==> src/rtl/lfsr_pkg.sv <==
// Package: shared geometry of the sequence generator.
// Assumes a register length that is a whole number of nibbles.
package lfsr_pkg;
    localparam int STATE_W = 16;
    localparam int NIB_W   = 4;
    localparam int NIB_N   = STATE_W / NIB_W;

    typedef logic [STATE_W-1:0] state_t;
endpackage

==> src/rtl/lfsr_feedback.sv <==
// Module: lfsr_feedback
// Forms the new input bit as the XOR of all stages whose coefficient is set.
// Assumes COEFF bit i-1 holds c_i, which weights stage i-1 (i.e. s[j-i]).
module lfsr_feedback
    import lfsr_pkg::*;
#(
    parameter state_t COEFF = 16'hB400
) (
    input  state_t state_i,
    output logic   fb_o
);
    state_t tapped;

    // One AND gate per stage, selected by its coefficient bit.
    for (genvar i = 0; i < STATE_W; i++) begin : g_tap
        assign tapped[i] = COEFF[i] & state_i[i];
    end

    // Parity of the selected stages is the recursion output.
    always_comb begin
        fb_o = ^tapped;
    end
endmodule

==> src/rtl/lfsr_stage.sv <==
// Module: lfsr_stage
// One D flip-flop of the register, with a seed/shift multiplexer in front.
// Assumes synchronous active-low reset; priority is reset, load, enable.
module lfsr_stage #(
    parameter logic RST_BIT = 1'b0
) (
    input  logic clk,
    input  logic rst_n,
    input  logic load,
    input  logic enable,
    input  logic seed_bit,
    input  logic shift_in,
    output logic q
);
    // Stage update: reset value, else seed, else shifted bit, else hold.
    always_ff @(posedge clk) begin
        if (!rst_n) begin
            q <= RST_BIT;
        end else if (load) begin
            q <= seed_bit;
        end else if (enable) begin
            q <= shift_in;
        end
    end
endmodule

==> src/rtl/lfsr_nibble_view.sv <==
// Module: lfsr_nibble_view
// Splits the state into NIB_N slices of NIB_W bits, slice k = bits of weight k.
// Assumes STATE_W is an exact multiple of NIB_W.
module lfsr_nibble_view
    import lfsr_pkg::*;
(
    input  state_t                       state_i,
    output logic [NIB_N-1:0][NIB_W-1:0]  nib_o
);
    // Slice k takes bits k*NIB_W+NIB_W-1 down to k*NIB_W.
    for (genvar k = 0; k < NIB_N; k++) begin : g_nib
        assign nib_o[k] = state_i[k*NIB_W +: NIB_W];
    end
endmodule

==> src/rtl/lfsr_gen16.sv <==
// Module: lfsr_gen16
// 16-stage Fibonacci shift register with parameterised feedback taps,
// a parallel seed load and an enable. The state shifts toward the higher
// index and the feedback bit enters at bit 0.
// Assumes RESET_SEED is nonzero; an all-zero state never leaves zero.
module lfsr_gen16
    import lfsr_pkg::*;
#(
    parameter state_t COEFF      = 16'hB400,
    parameter state_t RESET_SEED = 16'hACE1
) (
    input  logic        clk,
    input  logic        rst_n,
    input  logic        load,
    input  logic        enable,
    input  logic [15:0] seed,
    output logic [3:0]  q_nib3,
    output logic [3:0]  q_nib2,
    output logic [3:0]  q_nib1,
    output logic [3:0]  q_nib0
);
    state_t                      state_q;
    logic                        fb;
    logic [NIB_N-1:0][NIB_W-1:0] nibs;

    lfsr_feedback #(.COEFF(COEFF)) fb_i (
        .state_i (state_q),
        .fb_o    (fb)
    );

    // Stage chain: stage 0 takes the feedback, stage i takes stage i-1.
    for (genvar i = 0; i < STATE_W; i++) begin : g_stage
        logic shift_in;
        if (i == 0) begin : g_head
            assign shift_in = fb;
        end else begin : g_body
            assign shift_in = state_q[i-1];
        end
        lfsr_stage #(.RST_BIT(RESET_SEED[i])) stage_i (
            .clk      (clk),
            .rst_n    (rst_n),
            .load     (load),
            .enable   (enable),
            .seed_bit (seed[i]),
            .shift_in (shift_in),
            .q        (state_q[i])
        );
    end

    lfsr_nibble_view view_i (
        .state_i (state_q),
        .nib_o   (nibs)
    );

    // Port mapping of the four slices, most significant first.
    always_comb begin
        q_nib3 = nibs[3];
        q_nib2 = nibs[2];
        q_nib1 = nibs[1];
        q_nib0 = nibs[0];
    end

    // reset forces the reset seed regardless of load and enable.
    a_r1_reset_value: assert property (@(posedge clk)
        !rst_n |=> state_q == RESET_SEED);

    // a load captures the seed, even with enable high.
    a_r3_load_wins: assert property (@(posedge clk) disable iff (!rst_n)
        load |=> state_q == $past(seed));

    // idle cycles keep the state.
    a_r4_hold: assert property (@(posedge clk) disable iff (!rst_n)
        (!load && !enable) |=> $stable(state_q));

    // an enabled step moves every stage one place up.
    a_r5_shift_up: assert property (@(posedge clk) disable iff (!rst_n)
        (enable && !load) |=> state_q[STATE_W-1:1] == $past(state_q[STATE_W-2:0]));

    // zero state stays zero under enable.
    a_r9_zero_lock: assert property (@(posedge clk) disable iff (!rst_n)
        (enable && !load && state_q == '0) |=> state_q == '0);
endmodule

==> config.mk <==
export PLATFORM = sky130hd
export DESIGN_NAME = lfsr_gen16
export DESIGN_NICKNAME = d
export VERILOG_FILES = /design/src/rtl/lfsr_pkg.sv /design/src/rtl/lfsr_feedback.sv /design/src/rtl/lfsr_stage.sv /design/src/rtl/lfsr_nibble_view.sv /design/src/rtl/lfsr_gen16.sv
export SDC_FILE = /design/constraint.sdc
export NUM_CORES = 1
export LEC_CHECK = 0
export ABC_AREA = 1
export BUFFER_PORTS_ARGS = -buffer_cell sky130_fd_sc_hd__buf_2
export CORE_AREA = 3 3 49 51
export CTS_CLUSTER_SIZE = 20
export DETAILED_ROUTE_END_ITERATION = 16
export DIE_AREA = 0 0 52 54
export PLACE_DENSITY = 0.72
export SLEW_MARGIN = 30
export SYNTH_ARGS = -nofsm -noshare
export SYNTH_HDL_FRONTEND = slang
export SYNTH_SLANG_ARGS = --single-unit
==> constraint.sdc <==
create_clock -name clk -period 1.1 [get_ports clk]
set_input_delay 0.22 -clock clk [delete_from_list [all_inputs] [get_ports clk]]
set_output_delay 0.22 -clock clk [all_outputs]
set_load 0.03 [all_outputs]
# Yosys cells after proc, flatten, opt, wreduce, memory -nomap -nowiden
# Index checks and enable logic that the tools add are counted.
# classes
muxes	32
reduce_logical	2
# ops
operator	n
1-bit two-way mux	32
16-bit parity	1
2-bit nonzero test	1
# word_totals
register_bits	16
input_bits	20
output_inout_bits	16
wordCells	50

# Logic depth before layout (Yosys ltp)
# logic_depth
ltp_word	3
ltp_mapped	6
depth_no_buf	6

# Cells and area by module
# Synthesis repeated with hierarchy kept, for this count alone.
# hier_totals
hier_cells	183
hier_area_um2	1064.8
# modules_own_cells
mod	instances	cells_each	area_each_um2
lfsr_stage at g_stage[0].stage_i ...	8	10	58.8
lfsr_stage at g_stage[12].stage_i ...	8	9	51.3
lfsr_nibble_view	1	16	120.1
lfsr_feedback	1	15	63.8

# Worst setup path before layout
# OpenSTA, ideal clock, no wires.
# synth_path
kind	input to register
from	in load
to	reg g_stage[12].stage_i.q
setup_time_ps	74
t_arrival_ps	824
required_ps	1026
setup_slack_ps	202
cell_stages	5
path_buffers	2
path_cell_list	buf_6 nor2_4 buf_6 nand2_2 a31oi_2
# synth_between
elab_chain_len	1
elab_cells_between_ends	2
cone_classes	mux (1); reduce/logical (1)
# synth_rtl
item	line	rtl
start: declaration	lfsr_gen16.sv:14	input logic load,
1-bit two-way mux / 2-bit nonzero test (equally long branches)	n/a	
end signal: assignment	lfsr_stage.sv:20	q <= seed_bit;
end signal: assignment	lfsr_stage.sv:22	q <= shift_in;
end: declaration	lfsr_stage.sv:13	output logic q
# Parallel ways exist; a longest one is shown, timed or not.
# A chain may end at the register's enable or synchronous reset.

# Worst setup path in the final report
# layout_path
from	reg g_stage[5].stage_i.q
to	out q_nib1[1]
# layout_rtl
item	line	rtl
start: declaration	lfsr_stage.sv:13	
start signal: assignment	lfsr_stage.sv:20	
start signal: assignment	lfsr_stage.sv:22	
end: declaration	lfsr_gen16.sv:19	output logic [3:0] q_nib1,
# No word-level cell between the ends.

==> Flow_metrics.wiki <==
{| class="wikitable"
! Metric !! Value
|-
| Run status || finished, final reports clean
|-
| Clock tree buffer depth || 2
|-
| Setup repair after global routing missed its margin || false
|-
| Seq/Total Area, Yosys || 36.6%
|-
| Count of endpoints failing hold in the final timing report || 0
|-
| Synthesis-to-layout area growth || 18.3%
|-
| Final worst setup slack || 0.0329 ns
|-
| Non-Filler Instances || 168
|-
| CTS HTree Levels || 1
|-
| Post-DP HPWL || 1400 um
|-
| FF-to-FF End || g_stage[0].stage_i.q
|-
| Leak pwr || 0.522 nW
|-
| DP Worst Slack || 0.0415 ns
|-
| Number of antenna violations at the first check in global routing || 0
|-
| Total inserted antenna cells || 0
|-
| Final nets || 162
|-
| Share of the synthesized area in the top cell type || 36.6%
|-
| Worst Hold Path EP || g_stage[11].stage_i.q
|-
| Time the worst path needs with I/O delays and setup || 1.07 ns
|-
| Top Family by Delay on Critical Path || flip-flops
|-
| IR drop worst, VDD || 0.660 mV
|-
| Count of endpoints failing setup in the final report || 0
|-
| Final Power || 1.40 mW
|-
| Post-CTS clock slew at the launch and capture registers of the worst setup and hold paths || 0.10 ns
|-
| Critical path cell sequence || buf_4
|-
| Dpl cells || 164
|-
| Initial standard-cell utilization of the core || 44.2%
|-
| Area of the mapped netlist || 876 um^2
|-
| Cell with the largest stage delay on the worst path || dfxtp_1
|-
| Worst rel slew slack || 72.6%
|-
| Core Util, Final || 52.3%
|-
| Type of element capturing the critical path || output port
|-
| Num CTS Buffers || 3
|-
| Source-to-sink clock delay at the later pin of the worst-skew pair || 0.29 ns
|-
| Number of flip-flops in the largest register || 16
|-
| Worst Max-Slew Pin Slew || 0.411 ns
|-
| Gate count after technology mapping || 121
|-
| IO Pins || 36
|-
| Crit Path Class || reg2out
|-
| Count of TritonRoute iterations in the first routing pass || 2
|-
| Number of pins exceeding their max-slew limit in the final report || 0
|-
| Maximum single-stage delay on the critical path || 0.38 ns
|-
| Setup_tns || 0 ns
|-
| Iteration-0 DRC count of the detailed router || 10
|-
| Reg with most FFs || g_stage.stage_i.q
|-
| Post-synth top area cell || dfxtp_1
|-
| Crit Path Max Fanout || 3
|-
| Share of cells above drive strength 1 || 39.7%
|-
| Library cell used as clock root buffer || clkbuf_4
|-
| Die Outline Area || 2810 um^2
|-
| Kind of start point of the critical path || register
|-
| Avg Vias per Cell || 4.68
|-
| Leading post-synthesis cells by cell area || dfxtp_1, nand2_1, buf_4, a22oi_1, a21oi_1
|-
| Final worst-path cycle share || 97.0%
|-
| Clock tree from TritonCTS || done
|-
| Aggregate global-route resource usage || 15.0%
|-
| Post-Synthesis Net Count || 141
|-
| Detail Route Antenna Nets || 0
|-
| Slack of the worst reg-to-reg path || 0.25 ns
|-
| Wire length of the first global-routing pass || 3080 um
|-
| Post-detailed-route DRC marker count || 0
|-
| Remaining global-route overflow || 0
|-
| Chip Width || 52 um
|-
| Via count || 787
|-
| Critical Path AT || 0.85 ns
|-
| Number of I/O port buffers || 35
|-
| DIE HEIGHT || 54 um
|-
| Number of max-capacitance violations reported || 0
|-
| Total buffers and inverters traversed by the critical path || 1
|-
| Number of hold buffers added after CTS || 0
|-
| Power Dens Cells || 1350 nW/um^2
|-
| Area of combinational cells with multiple inputs || 359 um^2
|-
| Sequential cell area || 339 um^2
|-
| Top flop regs || g_stage.stage_i.q: 16 flops
|-
| Number of placement rows || 16
|-
| Yosys cell types || 16
|-
| Routed wire length || 1900 um
|-
| Via count of the first global-routing pass || 706
|-
| Yosys reg bits || 16
|-
| Pin count of the biggest net entering global routing || 17
|-
| Number of fill cells || 193
|-
| Worst Hold Class || in2reg
|-
| Number of cell instances on the worst register-to-register path || 6
|-
| Sink Count || 16
|-
| Cell depth of the worst hold path || 3
|-
| Detailed-route wire length per cell || 11.3 um
|-
| Synth warnings || 0
|-
| Fmax || 937 MHz
|-
| Syn_area_per_cell || 7.24 um^2
|-
| Post-route clock skew || 0.00243 ns
|-
| Startpoint of the worst hold path || seed[11]
|-
| Gp weighted congestion || 0.732
|-
| Critical path data required time || 0.88 ns
|-
| Core Footprint || 1980 um^2
|-
| Origin of the critical flop-to-flop path || g_stage[10].stage_i.q
|}
worst max path at each step:
stage / depth (start not counted) / start / end / slack [ns]
after floorplan: 5 / load / g_stage[12].stage_i.q / 0.20
after global placement: 4 / load / g_stage[3].stage_i.q / 0.08
after global routing: 1 / g_stage[3].stage_i.q / q_nib0[3] / 0.003
after CTS: 1 / g_stage[14].stage_i.q / q_nib3[2] / 0.0004
final: 1 / g_stage[5].stage_i.q / q_nib1[1] / 0.03
after detailed placement: 4 / load / g_stage[4].stage_i.q / 0.04
cells by family after synthesis:
logic type	after synthesis	share of synthesized area, %
buffers and inverters	31	22.4
AND/OR/NAND/NOR	53	25.4
flip-flops	16	36.6
AO/OA/AOI/OAI	21	15.6
power breakdown:
part / internal [mW] / leakage, nW / switching [mW]
sequential: 0.626 / 0.135 / 0.0442
clock: 0.202 / 0.0210 / 0.195
combinational: 0.133 / 0.366 / 0.199
total: 0.960 / 0.522 / 0.438
cells in the mapped netlist (all sizes together):
| library cell | n |
|---|---|
| inv | 10 |
| a22oi | 7 |
| a31oi | 6 |
| nor2 | 6 |
| a21oi | 8 |
| clkbuf | 1 |
| buf | 20 |
| nand3 | 3 |
| nand2 | 44 |
| dfxtp | 16 |
layout by cell type, fill, tap and decap left out:
| master | count |
|---|---|
| a31oi_2 | 1 |
| nand3_1 | 3 |
| clkbuf_8 | 1 |
| dfxtp_2 | 6 |
| a22oi_1 | 7 |
| inv_1 | 9 |
| nand2_2 | 2 |
| nor2_4 | 2 |
| buf_2 | 19 |
| clkbuf_4 | 4 |
| a31oi_1 | 5 |
| inv_2 | 1 |
| dfxtp_1 | 7 |
| nand2_1 | 42 |
| a21oi_1 | 8 |
| dfxtp_4 | 3 |
| buf_4 | 17 |
| nor2_1 | 4 |
layer usage:
layer / part of all wire (%) / vias to the layer above / track usage, %
met5: 0 / - / 0
met4: 0.74 / 0 / 10.0
met3: 8.2 / 2 / 3.88
met2: 45 / 25 / 22.4
met1: 46 / 349 / 18.9
li1: - / 411 / -
stage by stage:
step / instance area (um^2) / hold WS [ns]
floorplan: 876 / 0.318
detailed placement: 941 / 0.453
global route: 1040 / 0.169
CTS: 1010 / 0.145
finish: 1040 / 0.150
global placement: 941 / 0.449
area by class of cell:
| cell class | instances | share of cell area, % |
|---|---|---|
| tap | 27 | 3.26 |
| clock buffer | 4 | 3.50 |
| inverter | 10 | 3.62 |
| multi-input combinational | 74 | 34.7 |
| sequential | 16 | 32.7 |
| timing repair buffer | 37 | 22.2 |
repair_timing:
action	CTS	global route
setup endpoints to repair	10	12
buffers inserted	0	0
gates resized for setup	14	19
No activity file was read; power rests on OpenSTA's default activity.
